`config.mk`:
```
export PLATFORM = sky130hd
export DESIGN_NAME = qi_nibble_ctrl
export DESIGN_NICKNAME = d
export VERILOG_FILES = /design/src/rtl/qi_nibble_pkg.sv /design/src/rtl/qi_phase_timer.sv /design/src/rtl/qi_addr_mux.sv /design/src/rtl/qi_nibble_ctrl.sv
export SDC_FILE = /design/constraint.sdc
export NUM_CORES = 1
export LEC_CHECK = 0
export BUFFER_PORTS_ARGS = -buffer_cell sky130_fd_sc_hd__buf_2
export CAP_MARGIN = 0
export CORE_ASPECT_RATIO = 0.8
export CORE_MARGIN = 4
export CORE_UTILIZATION = 49
export DETAILED_ROUTE_END_ITERATION = 8
export PLACE_DENSITY = 0.78
export SYNTH_ARGS = -nofsm -noshare
export SYNTH_HDL_FRONTEND = slang
export SYNTH_SLANG_ARGS = --single-unit
```
`constraint.sdc`:
```
create_clock -name clk -period 1.9 [get_ports clk]
set_input_delay 0.38 -clock clk [delete_from_list [all_inputs] [get_ports clk]]
set_output_delay 0.38 -clock clk [all_outputs]
set_load 0.01 [all_outputs]
```
`src/rtl/qi_nibble_pkg.sv`:
```
`timescale 1ns/1ps
package qi_nibble_pkg;

  typedef enum logic [2:0] {
    ST_IDLE,
    ST_RCD,
    ST_ACC,
    ST_BEAT,
    ST_PRE,
    ST_DONE
  } qi_state_e;

  // Row strobe is held low from row open until the last beat of a row cycle.
  function automatic logic fn_ras_on(qi_state_e s);
    return (s == ST_RCD) || (s == ST_ACC) || (s == ST_BEAT);
  endfunction

  // Column address is driven once the column strobe may be active.
  function automatic logic fn_col_phase(qi_state_e s);
    return (s == ST_ACC) || (s == ST_BEAT);
  endfunction

  function automatic int fn_max4(int a, int b, int c, int d);
    int m;
    m = a;
    if (b > m) m = b;
    if (c > m) m = c;
    if (d > m) m = d;
    return m;
  endfunction

endpackage

```
`src/rtl/qi_phase_timer.sv`:
```
`timescale 1ns/1ps
module qi_phase_timer #(
  parameter int CNT_W = 5
) (
  input  logic             clk,
  input  logic             rst_n,
  input  logic             load,
  input  logic [CNT_W-1:0] load_val,
  output logic [CNT_W-1:0] cnt,
  output logic             zero
);

  always_ff @(posedge clk) begin
    if (!rst_n)          cnt <= '0;
    else if (load)       cnt <= load_val;
    else if (cnt != '0)  cnt <= cnt - 1'b1;
  end

  assign zero = (cnt == '0);

endmodule

```
`src/rtl/qi_addr_mux.sv`:
```
`timescale 1ns/1ps
module qi_addr_mux #(
  parameter int ROW_W = 8,
  parameter int COL_W = 8,
  parameter int OUT_W = 8
) (
  input  logic [ROW_W-1:0] row,
  input  logic [COL_W-1:0] col,
  input  logic             sel_col,
  output logic [OUT_W-1:0] addr_out
);

  assign addr_out = sel_col ? OUT_W'(col) : OUT_W'(row);

endmodule

```
`src/rtl/qi_nibble_ctrl.sv`:
```
`timescale 1ns/1ps
module qi_nibble_ctrl
  import qi_nibble_pkg::*;
#(
  parameter int ROW_W = 8,
  parameter int COL_W = 8,
  parameter int T_RP  = 16,  // row precharge, cycles (>= 1)
  parameter int T_RCD = 4,   // row to column strobe, cycles (>= 1)
  parameter int T_CAC = 3,   // column access, cycles (>= 1)
  parameter int T_NIB = 25,  // nibble beat period, cycles (>= 2)
  localparam int ADDR_W = ROW_W + COL_W,
  localparam int MUX_W  = (ROW_W > COL_W) ? ROW_W : COL_W
) (
  input  logic              clk,
  input  logic              rst_n,
  input  logic              req_valid,
  input  logic [ADDR_W-1:0] req_addr,
  input  logic              bank_present,
  output logic              req_ready,
  output logic              ras_n,
  output logic [1:0]        cas_n,
  output logic [MUX_W-1:0]  dram_addr,
  output logic              data_valid,
  output logic              done
);

  localparam int T_MAX = fn_max4(T_RP, T_RCD, T_CAC, T_NIB);
  localparam int CNT_W = $clog2(T_MAX + 1);
  localparam int RP_W  = $clog2(T_RP + 1);
  localparam int NBANK = 2;

  qi_state_e        state, nxt;
  logic [ROW_W-1:0] row_q;
  logic [COL_W-1:0] col_q;
  logic             dual_q, bank_q, pass_q;
  logic [1:0]       beat_q;
  logic [RP_W-1:0]  rp_cnt;
  logic             t_load, t_zero;
  logic [CNT_W-1:0] t_val, t_cnt;

  // Named internal events
  logic accept, beat_end, burst_end, bank_switch, restrobe, cas_on, ras_on;

  assign accept      = req_valid && req_ready;
  assign beat_end    = (state == ST_BEAT) && t_zero;
  assign burst_end   = beat_end && (beat_q == 2'd3);
  assign bank_switch = burst_end && !pass_q && dual_q;
  assign restrobe    = burst_end && !pass_q && !dual_q;
  assign ras_on      = fn_ras_on(state);
  assign cas_on      = (state == ST_ACC) || ((state == ST_BEAT) && !t_zero);

  qi_phase_timer #(.CNT_W(CNT_W)) timer_i (
    .clk(clk), .rst_n(rst_n), .load(t_load), .load_val(t_val),
    .cnt(t_cnt), .zero(t_zero)
  );

  always_comb begin
    nxt    = state;
    t_load = 1'b0;
    t_val  = '0;
    unique case (state)
      ST_IDLE: if (accept) begin
        nxt = ST_RCD; t_load = 1'b1; t_val = CNT_W'(T_RCD - 1);
      end
      ST_RCD: if (t_zero) begin
        nxt = ST_ACC; t_load = 1'b1; t_val = CNT_W'(T_CAC - 1);
      end
      ST_ACC: if (t_zero) begin
        nxt = ST_BEAT; t_load = 1'b1; t_val = CNT_W'(T_NIB - 1);
      end
      ST_BEAT: if (t_zero) begin
        if (beat_q != 2'd3) begin
          t_load = 1'b1; t_val = CNT_W'(T_NIB - 1);
        end else if (!pass_q) begin
          t_load = 1'b1;
          if (dual_q) begin nxt = ST_ACC; t_val = CNT_W'(T_CAC - 1); end
          else        begin nxt = ST_PRE; t_val = CNT_W'(T_RP - 1);  end
        end else begin
          nxt = ST_DONE;
        end
      end
      ST_PRE: if (t_zero) begin
        nxt = ST_RCD; t_load = 1'b1; t_val = CNT_W'(T_RCD - 1);
      end
      ST_DONE: nxt = ST_IDLE;
      default: nxt = ST_IDLE;
    endcase
  end

  always_ff @(posedge clk) begin
    if (!rst_n) begin
      state  <= ST_IDLE;
      row_q  <= '0;
      col_q  <= '0;
      dual_q <= 1'b0;
      bank_q <= 1'b0;
      pass_q <= 1'b0;
      beat_q <= 2'd0;
      rp_cnt <= '0;
    end else begin
      state <= nxt;
      if (accept) begin
        row_q  <= req_addr[ADDR_W-1:COL_W];
        col_q  <= req_addr[COL_W-1:0];
        dual_q <= bank_present;
        bank_q <= 1'b0;
        pass_q <= 1'b0;
      end
      if ((state == ST_ACC) && t_zero)          beat_q <= 2'd0;
      else if (beat_end && beat_q != 2'd3)      beat_q <= beat_q + 2'd1;
      if (burst_end && !pass_q) begin
        pass_q <= 1'b1;
        bank_q <= dual_q;
      end
      if (ras_on)                               rp_cnt <= '0;
      else if (rp_cnt != RP_W'(T_RP))           rp_cnt <= rp_cnt + 1'b1;
    end
  end

  qi_addr_mux #(.ROW_W(ROW_W), .COL_W(COL_W), .OUT_W(MUX_W)) mux_i (
    .row(row_q), .col(col_q), .sel_col(fn_col_phase(state)), .addr_out(dram_addr)
  );

  for (genvar b = 0; b < NBANK; b++) begin : g_cas
    assign cas_n[b] = !(cas_on && (int'(bank_q) == b));
  end

  assign ras_n      = !ras_on;
  assign data_valid = (state == ST_BEAT) && (t_cnt == CNT_W'(T_NIB - 1));
  assign done       = (state == ST_DONE);
  assign req_ready  = (state == ST_IDLE) && (rp_cnt == RP_W'(T_RP));


  one_bank_chk: assert property (@(posedge clk) disable iff (!rst_n)
    $countones(~cas_n) <= 1);

  cas_needs_ras_chk: assert property (@(posedge clk) disable iff (!rst_n)
    (cas_n != 2'b11) |-> !ras_n);

  accept_opens_row_chk: assert property (@(posedge clk) disable iff (!rst_n)
    accept |=> (!ras_n && cas_n == 2'b11));

  busy_not_ready_chk: assert property (@(posedge clk) disable iff (!rst_n)
    !ras_n |-> !req_ready);

  bank_switch_keeps_row_chk: assert property (@(posedge clk) disable iff (!rst_n)
    bank_switch |=> (!ras_n && cas_n == 2'b01));

  restrobe_precharge_chk: assert property (@(posedge clk) disable iff (!rst_n)
    restrobe |=> (ras_n && cas_n == 2'b11));

  done_ras_high_chk: assert property (@(posedge clk) disable iff (!rst_n)
    done |-> (ras_n && !data_valid && cas_n == 2'b11));

  beat_has_cas_chk: assert property (@(posedge clk) disable iff (!rst_n)
    data_valid |-> (cas_n != 2'b11));

endmodule

```
# [Yosys cells after proc, flatten, opt, wreduce, memory -nomap -nowiden]
# Cells that the tools add are included.
[op_classes] add_sub_neg=3 eq_ne=16 n_mux=30 bitwise_logic=2 reduce_logical=29
[op_table] op="$mux W5" n=5
[op_table] op="$pmux W5 S5" n=1
[op_table] op="$mux W3" n=8
[op_table] op="$pmux W3 S5" n=1
[op_table] op="$ne A2 B2 Y1 const B" n=7
[op_table] op="$logic_and A1 B1 Y1" n=11
[op_table] op="$eq A5 B5 Y1 const B" n=2
[op_table] op="$mux W1" n=8
[op_table] op="$mux W4" n=2
[op_table] op="$mux W8" n=1
[op_table] op="$eq A3 B2 Y1 const B" n=2
[op_table] op="$eq A3 B3 Y1 const B" n=2
[op_table] op="$mux W2" n=3
[op_table] op="$reduce_and A6 Y1" n=1
[op_table] op="$add A5 B1 Y5 const B" n=1
[op_table] op="$logic_not A1 Y1" n=5
[op_table] op="$logic_not A5 Y1" n=1
[op_table] op="$ne A5 B5 Y1 const B" n=1
[op_table] op="$reduce_bool A5 Y1" n=1
[op_table] op="$sub A5 B1 Y5 const B" n=1
[op_table] op="$logic_or A1 B1 Y1" n=4
[op_table] op="$reduce_bool A2 Y1" n=2
[op_table] op="$reduce_or A2 Y1" n=2
[op_table] op="$eq A3 B1 Y1 const B" n=1
[op_table] op="other kinds (6)" n=7
[word_totals] reg_bits=34 out_inout_bits=14

# [Longest topological paths before layout]
# Gate-level depths: netlist of the first run.
[depth] word_depth=6 ltp_mapped=8 mapped_depth_nobuf=6

# [Hierarchy]
# Synthesis of the first run repeated with hierarchy kept, for this count alone.
[unflattened] hier_cells=194 hier_area_um2=1860.5
[modules_own_cells] module="qi_nibble_ctrl" instances=1 cells_each=151 area_each_um2=1428.9 seq_area_each_um2=580.6
[modules_own_cells] module="qi_phase_timer" instances=1 cells_each=34 area_each_um2=300.3 seq_area_each_um2=100.1
[modules_own_cells] module="qi_addr_mux" instances=1 cells_each=9 area_each_um2=131.4 seq_area_each_um2=0.0

# [Worst setup path after synthesis of the first run]
# OpenSTA, ideal clock, no wires.
[synth_path] kind="reg2reg" from="register timer_i.cnt[0]" to="register beat_q[1]" setup_ns=0.128 t_arrival_ns=1.741 required_ns=1.772 path_slack_ns=0.031 path_stages_with_launch=8 path_cell_list="dfxtp_1 -> inv_1 -> ha_1 -> or4b_4 -> buf_6 -> or3_4 -> a22oi_1 -> nor2_1"
[synth_via] elab_chain_len=3 word_cells_on_any_way=5
[synth_rtl] item="from (decl)" line="qi_phase_timer.sv:9" source="output logic [CNT_W-1:0] cnt,"
[synth_rtl] item="from (signal assigned)" line="qi_phase_timer.sv:15" source="else if (load) cnt <= load_val;"
[synth_rtl] item="from (signal assigned)" line="qi_phase_timer.sv:16" source="else if (cnt != '0) cnt <= cnt - 1'b1;"
[synth_rtl] item="$logic_not A5 Y1 *" line="qi_phase_timer.sv:19" source="assign zero = (cnt == '0);"
[synth_rtl] item="$logic_and A1 B1 Y1 (on tied branches)" line="qi_nibble_ctrl.sv:109, qi_nibble_ctrl.sv:45"
[synth_rtl] item="$reduce_or A2 Y1 (no line) or $logic_and A1 B1 Y1 (tied branches)"
[synth_rtl] item="to (signal assigned)" line="qi_nibble_ctrl.sv:110" source="else if (beat_end && beat_q != 2'd3) beat_q <= beat_q + 2'd1;"
[synth_rtl] item="to (decl)" line="qi_nibble_ctrl.sv:36" source="logic [1:0] beat_q;"
# Mark *: on every way between the ends. The rest lies on a longest branch, timed or not.
# A chain may end at the register's enable or synchronous reset.

# [Worst setup path in the final report of the first run]
[layout_path] from="register timer_i.cnt[1]" to="register timer_i.cnt[0]"
[layout_via] elab_chain_len=4 word_cells_on_any_way=10
[layout_rtl] item="$logic_not A5 Y1" line="qi_phase_timer.sv:19"
[layout_rtl] item="$mux W2 (tied with other cells)" line="qi_nibble_ctrl.sv:82" source="ST_PRE: if (t_zero) begin"
[layout_rtl] item="$pmux W5 S5 or $pmux W1 S3 (tied branches)" line="qi_nibble_ctrl.sv:61" source="unique case (state)"
[layout_rtl] item="$mux W5 or $reduce_bool A2 Y1 (tied branches)"
# Parallel ways exist; a longest one is shown, timed or not.

==> out/results.tsv, run 1 <==
stage	metric	value	unit
run_status	status	finished, final reports clean	
finish	commonest non-fill, non-tap cell in the layout	nand2_1	
setup_path	FF-to-FF Start	timer_i.cnt[1]	
logic_synthesis	Avg Cell Area, Syn	7.63	um^2
placed_design	RePlAce Congestion	0.794	
clock_network	CTS tree	yes	
finish	ANT cells	0	
logic_synthesis	Synth Area in Adders	0.0356	
route	DRT antenna net count	0	
setup_path	CP required	2120	ps
grt	antenna violations before repair	0	
clock_network	root buffer cell	clkbuf_8	
route	Initial DRC Count	166	
clock_network	Clock Tree Buf Depth	2	
grt	first-pass GRT wire length	7290	um
clock_network	Num CTS Buffers	5	
logic_synthesis	number of synthesized register bits	34	
setup_path	Reg2Reg Depth	6	
logic_synthesis	ys async rst share	0	
clock_network	hold_buf cts	0	
logic_synthesis	synth warn	0	
sta	hold_ws	335	ps
power	Static Leak	0.925	nW
setup_path	critical path's top delay family	simple AND/OR/NAND/NOR gates	
sta	RSZ-0062 raised after global routing	true	
setup_path	FF-to-FF setup slack	30	ps
finish	Nets	302	
logic_synthesis	Unique masters post-synth	45	
route	DR pass1 iterations	4	
grt	vias in the first global route	1665	
setup_path	crit path max-delay cell type	or4b_4	
grt	largest net degree at the start of global routing	26	
setup_path	Worst EP arrival	2090	ps
setup_path	Crit Path Class	flop to flop	
sta	Final min period	1870	ps
logic_synthesis	Seq/Total Area, Yosys	0.388	
power	Worst VDD drop	0.723	mV
placed_design	placed cell count	304	
sta	Slew @ Worst Pin	493	ps
finish	final cell count without fillers	320	
finish	share of cells above drive strength 1	0.277	
placed_design	IO Port Bufs	33	
sta	Fmax	534	MHz
run	max cap viols	0	
logic_synthesis	Simple-Gate Fraction of Synth Area	0.336	
setup_path	worst setup path start	timer_i.cnt[1]	
logic_synthesis	post-synthesis xor/xnor area fraction	0.0299	
clock_network	Worst-Skew Late Latency	280	ps
die	Starting Density	0.509	
logic_synthesis	post-synthesis compound-gate area fraction	0.157	
clock_network	register clock-pin slew on the reported worst setup and hold paths	70	ps
setup_path	CP Launch Type	flop	
route	DRT Wirelength	4360	um
grt	GRT Total Usage	0.208	
route	Avg WL per Cell	13.6	um
logic_synthesis	Synth Flop Type	dfxtp_1	
logic_synthesis	Post-Syn Area	1760	um^2
route	post-DR vias/cell	5.48	
placed_design	Setup WS pre-CTS	-6.91	ps
setup_path	crit path capture type	flop	
logic_synthesis	EDFF count, synth	0	
route	DRC Markers	0	
die	FP Rows	19	
finish	P&R area growth vs syn	26.9	%
setup_path	Critical Path Sink	timer_i.cnt[0]	
logic_synthesis	synthesized net count	255	
worst_hold_path	Hold WC Path Type	primary input to flop	
clock_network	Clock Sinks	34	
die	IO Count	34	
sta	skew final	5.95	ps
logic_synthesis	mux contribution to synthesized area	0.00570	
setup_path	Worst R2R End	timer_i.cnt[0]	
sta	Setup WS post-layout	28.2	ps
setup_path	crit-path max cell delay	510	ps
sta	Final Slew Violations	0	
sta	slew margin rel.	0.667	
setup_path	WP buf/inv	1	
power	PwrDens	1070	nW/um^2
sta	Fin. Hold Viols	0	
die	core footprint	3450	um^2
setup_path	CP max FO	5	
setup_path	CP cell instances	inv_2 > ha_4 > or4b_4 > or3_1 > nor2_2 > o41a_1	
grt	grt ovf	0	
logic_synthesis	main combinational cell family by area after synthesis	simple AND/OR/NAND/NOR gates	
die	die area	4610	um^2
route	detailed-route via count	1752	
sta	Final Setup Violations	0	
clock_network	H-Tree Depth	2	
setup_path	WP depth	6	
finish	most frequent cells in the layout	nand2_1, buf_2, dfxtp_1	
sta	period utilisation layout	0.985	
die	height of the die	61.5	um
logic_synthesis	Synth Instances	230	
placed_design	DP HPWL	2870	um
die	die width	74.9	um
==> how the worst min path moves through the flow <==
stage           startpoint  endpoint  cells past startpoint
4_1_cts        req_addr[0]  col_q[0]                      3
3_3_place_gp      col_q[2]  col_q[2]                      2
3_5_place_dp      row_q[2]  row_q[2]                      2
2_1_floorplan     col_q[0]  col_q[0]                      2
6_report       req_addr[0]  col_q[0]                      3
5_1_grt        req_addr[0]  col_q[0]                      3
==> per-stage QoR <==
| step | total power, W | setup TNS, ps | utilization | instance area (um^2) |
|---|---|---|---|---|
| after floorplan | 0.00134 | 0 | - | 1760 |
| after global placement | 0.00147 | 0 | 0.581 | 2000 |
| after detailed placement | 0.00147 | -10.2 | 0.581 | 2000 |
| after CTS | 0.00234 | 0 | 0.633 | 2180 |
| after global routing | 0.00253 | -158 | 0.646 | 2230 |
| final | 0.00239 | 0 | 0.646 | 2230 |
==> power breakdown <==
group	switching (W)	total (W)	internal [W]	leakage, nW
logic	0.000390	0.000870	0.000480	0.591
clock network	0.000261	0.000647	0.000386	0.0579
registers	0.0000967	0.000872	0.000775	0.277
==> final cells by class <==
type,instances,area (um^2)
Multi-Input combinational cell,177,1040
Fill cell,292,1220
Clock buffer,5,68.8
Inverter,7,26.3
Timing Repair Buffer,52,312
Clock inverter,3,40.0
Tap cell,42,52.6
Sequential cell,34,684
==> kinds of logic (layout without fill, tap and decap cells) <==
group / after synthesis / after routing
multiplexers: 1 / 1
flip-flops: 34 / 34
AO/OA/AOI/OAI: 45 / 45
adder cells (fa/ha/maj): 5 / 5
XOR/XNOR: 6 / 6
buffers and inverters: 20 / 67
AND/OR/NAND/NOR: 119 / 120
==> tightest hold or removal path, delay by kind of cell <==
| kind | cells | cell delay, ps |
|---|---|---|
| simple gates | 1 | 50 |
| compound gates | 1 | 50 |
| buf+inv | 1 | 100 |
==> sequential cells by signal, indices dropped and copies added (netlist names) <==
name and count:
bank_q 1, beat_q 2, col_q 8, dual_q 1, pass_q 1, row_q 8
rp_cnt 5, state 3, timer_i.cnt 5
==> cell usage after synthesis (3+ instances only) <==
library cell / instances / area [um^2]
a21oi_1: 26 / 130
clkbuf_1: 9 / 33.8
dfxtp_1: 34 / 681
ha_1: 5 / 62.6
inv_1: 6 / 22.5
nand2_1: 68 / 255
nand2b_1: 3 / 18.8
nand3_1: 10 / 50.1
nand4b_1: 3 / 26.3
nor2_1: 10 / 37.5
nor2b_1: 3 / 18.8
nor3_1: 6 / 30.0
o21ai_0: 4 / 20.0
xor2_1: 4 / 35.0
==> routing by layer <==
metal	track usage	vias up	share of wire
met5	0	-	0
met4	0.0990	0	0.018
met3	0.0506	10	0.071
met2	0.344	60	0.47
met1	0.255	794	0.44
li1	-	888	-
==> what timing repair did <==
item                                    CTS  global route
pin swaps                                 0             3
cloned                                    1             0
gates resized for setup                   8             8
setup buffers                             4             3
endpoints found under the setup margin   11            15
Power figures use the tool's default switching activity.
==> run 2: changes to the inputs <==
ABC_AREA = 1   (was default)
==> run 2 against run 1 <==
Combinational power up 59%. Cell count is 7.8% higher. Power grew 30%. Sequential share of layout area grew 0.51 points. Die area is 1.0% higher. Hold slack better by 1.9 ps. Synthesized area grew 1.1%. Sequential cell count unchanged. Wire length decreased by 8.0%. Non-clock buffer count decreased by 11. Core utilization decreased by 1.0 points. Design area fell by 0.90%. Largest power group is now combinational logic.
==> out/results.tsv, run 2 <==
stage	metric	value	unit
run_status	status	finished, final reports clean	
logic_synthesis	Synth Flop Type	dfxtp_1	
logic_synthesis	Synth Area in Adders	0.0352	
logic_synthesis	post-synth top area cell	dfxtp_1	
power	total power	0.00312	W
route	DRT antenna net count	0	
power	Static Leak	1.02	nW
worst_hold_path	Hold WC Path Type	primary input to flop	
sta	Slew @ Worst Pin	363	ps
finish	ANT cells	0	
die	core footprint	3470	um^2
finish	Layout fillers	320	
finish	most frequent cells in the layout	nor2_1, nand2_1, buf_2	
die	height of the die	61.8	um
route	DR pass1 iterations	4	
finish	P&R area growth vs syn	24.3	%
sta	Fin. Hold Viols	0	
logic_synthesis	main combinational cell family by area after synthesis	simple AND/OR/NAND/NOR gates	
clock_network	root buffer cell	clkbuf_8	
logic_synthesis	top-area cell type share of the netlist area	0.383	
logic_synthesis	Synth area leaders	dfxtp_1, nor2_1, nand2_1	
logic_synthesis	Synth Instances	260	
sta	period utilisation layout	0.968	
sta	setup_tns	0	ps
die	FP Rows	19	
clock_network	Num CTS Buffers	5	
logic_synthesis	post-synthesis compound-gate area fraction	0.106	
sta	skew final	7.91	ps
grt	vias in the first global route	1512	
clock_network	Worst-Skew Late Latency	290	ps
clock_network	H-Tree Depth	2	
sta	Final Setup Violations	0	
setup_path	critical path's top delay family	simple AND/OR/NAND/NOR gates	
route	Avg WL per Cell	11.6	um
setup_path	CP cell instances	nand2_4 > nor2_4 > clkinv_4 > nand2_4 > buf_6 > nand2_1 > nand2_1 > buf_2	
finish	share of cells above drive strength 1	0.261	
sta	Fmax	544	MHz
route	Initial DRC Count	69	
route	DRC Markers	0	
logic_synthesis	most common cell in the synthesized netlist	nor2_1	
sta	Final min period	1840	ps
logic_synthesis	EDFF count, synth	0	
finish	Util after Layout	0.636	
finish	final cell count without fillers	345	
power	PwrDens	1410	nW/um^2
clock_network	Clock Sinks	34	
die	die width	75.3	um
die	IO Count	34	
setup_path	Worst EP arrival	1460	ps
run	max cap viols	0	
logic_synthesis	Simple-Gate Fraction of Synth Area	0.367	
logic_synthesis	Post-Syn Area	1780	um^2
setup_path	CP Launch Type	flop	
logic_synthesis	synth warn	0	
grt	GRT Total Usage	0.180	
logic_synthesis	Unique masters post-synth	28	
finish	commonest non-fill, non-tap cell in the layout	nor2_1	
sta	Final Slew Violations	0	
logic_synthesis	Post-synth top cells	nor2_1, nand2_1, dfxtp_1, o21ai_0, inv_1	
finish	register area	689	um^2
setup_path	CP required	1520	ps
route	detailed-route via count	1731	
route	DRT Wirelength	4010	um
logic_synthesis	ys async rst share	0	
placed_design	IO Port Bufs	33	
logic_synthesis	post-synthesis xor/xnor area fraction	0.0296	
setup_path	crit path max-delay cell type	dfxtp_4	
clock_network	register clock-pin slew on the reported worst setup and hold paths	80	ps
sta	hold_ws	337	ps
logic_synthesis	number of synthesized register bits	34	
placed_design	RePlAce Congestion	0.880	
setup_path	crit-path max cell delay	400	ps
logic_synthesis	Avg Cell Area, Syn	6.83	um^2
logic_synthesis	synthesized net count	285	
placed_design	DP HPWL	2850	um
power	Worst VDD drop	0.797	mV
route	post-DR vias/cell	5.02	
clock_network	hold_buf cts	0	
setup_path	Crit Path Class	flop to primary output	
placed_design	placed cell count	333	
logic_synthesis	mux contribution to synthesized area	0	
grt	grt ovf	0	
finish	Nets	327	
finish	largest registers	col_q: 8 flops, row_q: 8 flops	
sta	slew margin rel.	0.758	
setup_path	CP max FO	6	
logic_synthesis	Seq/Total Area, Yosys	0.383	
die	die area	4660	um^2
clock_network	CTS tree	yes	
grt	antenna violations before repair	0	
grt	first-pass GRT wire length	6410	um
setup_path	crit path capture type	primary output	
die	Starting Density	0.512	
clock_network	Clock Tree Buf Depth	2	
grt	largest net degree at the start of global routing	24	
setup_path	WP buf/inv	3	
finish	area occupied by multi-input gates	993	um^2
-- run 2: cell types whose count changed after synthesis, moves of 4 or more --
cell      previous run  this run
nand2_1             68        52
nand3_2              0         5
nor2_2               0         5
clkbuf_1             9         1
nor2_1              10        60
inv_1                6        21
o21ai_0              4        23
a21oi_1             26         7
nand4_1              0         4
-- run 2: per-layer routing --
| layer | global-route usage | up-vias | wire length (um) |
|---|---|---|---|
| met2 | 0.296 | 38 | 1800 |
| met5 | 0 | - | 0 |
| met3 | 0.0482 | 7 | 223 |
| met1 | 0.226 | 772 | 1910 |
| li1 | - | 914 | - |
| met4 | 0.0673 | 0 | 74 |
-- run 2: where the power goes --
group	switching [W]	internal [W]	leakage [nW]	total [W]
sequential	0.000111	0.000827	0.278	0.000938
combinational	0.000846	0.000533	0.678	0.00138
clock	0.000273	0.000526	0.0683	0.000799
-- run 2: through the flow --
step	setup slack [ps]	area, um^2
3_5_place_dp	110	1980
5_1_grt	-17.5	2210
6_report	60.3	2210
3_3_place_gp	148	1980
2_1_floorplan	361	1780
4_1_cts	1.93	2130
-- run 2: cell type report --
cell class / instances / share of cell area
well taps: 42 / 0.0238
clock buffers: 5 / 0.0312
repair buffers: 41 / 0.104
multi-input cells: 194 / 0.450
clock inverters: 3 / 0.0312
flip-flops and latches: 34 / 0.312
inverters: 26 / 0.0476
-- run 2: what timing repair did --
item                                    in CTS  in global routing
gates resized for setup                      6                 15
buffers inserted                             0                  4
pin swaps                                    0                  3
endpoints found under the hold margin        0                  0
endpoints found under the setup margin      10                 12
-- run 2: final timing paths --
| kind | to | depth (start not counted) | slack, ps | startpoint |
|---|---|---|---|---|
| setup / recovery | dram_addr[7] | 8 | 60 | state[1] |
| setup reg to reg | state[2] | 10 | 270 | rp_cnt[0] |
| hold / removal | col_q[6] | 3 | 340 | req_addr[6] |
| hold reg to reg | col_q[6] | 2 | 490 | col_q[6] |
-- run 2: worst min-delay path: cells and delay by family --
kind	cells	cell delay, ps
buffers and inverters	1	70
and+or+nand+nor	1	70
AOI/OAI and AO/OA	1	70
-- run 2: kinds of logic (layout without fill, tap and decap cells) --
kind of cell               after synthesis  after routing
AOI/OAI and AO/OA                       36             36
DFF                                     34             34
xor gates and xnor gates                 6              6
buffers and inverters                   32             75
adders and majority gates                5              5
and+or+nand+nor                        147            147
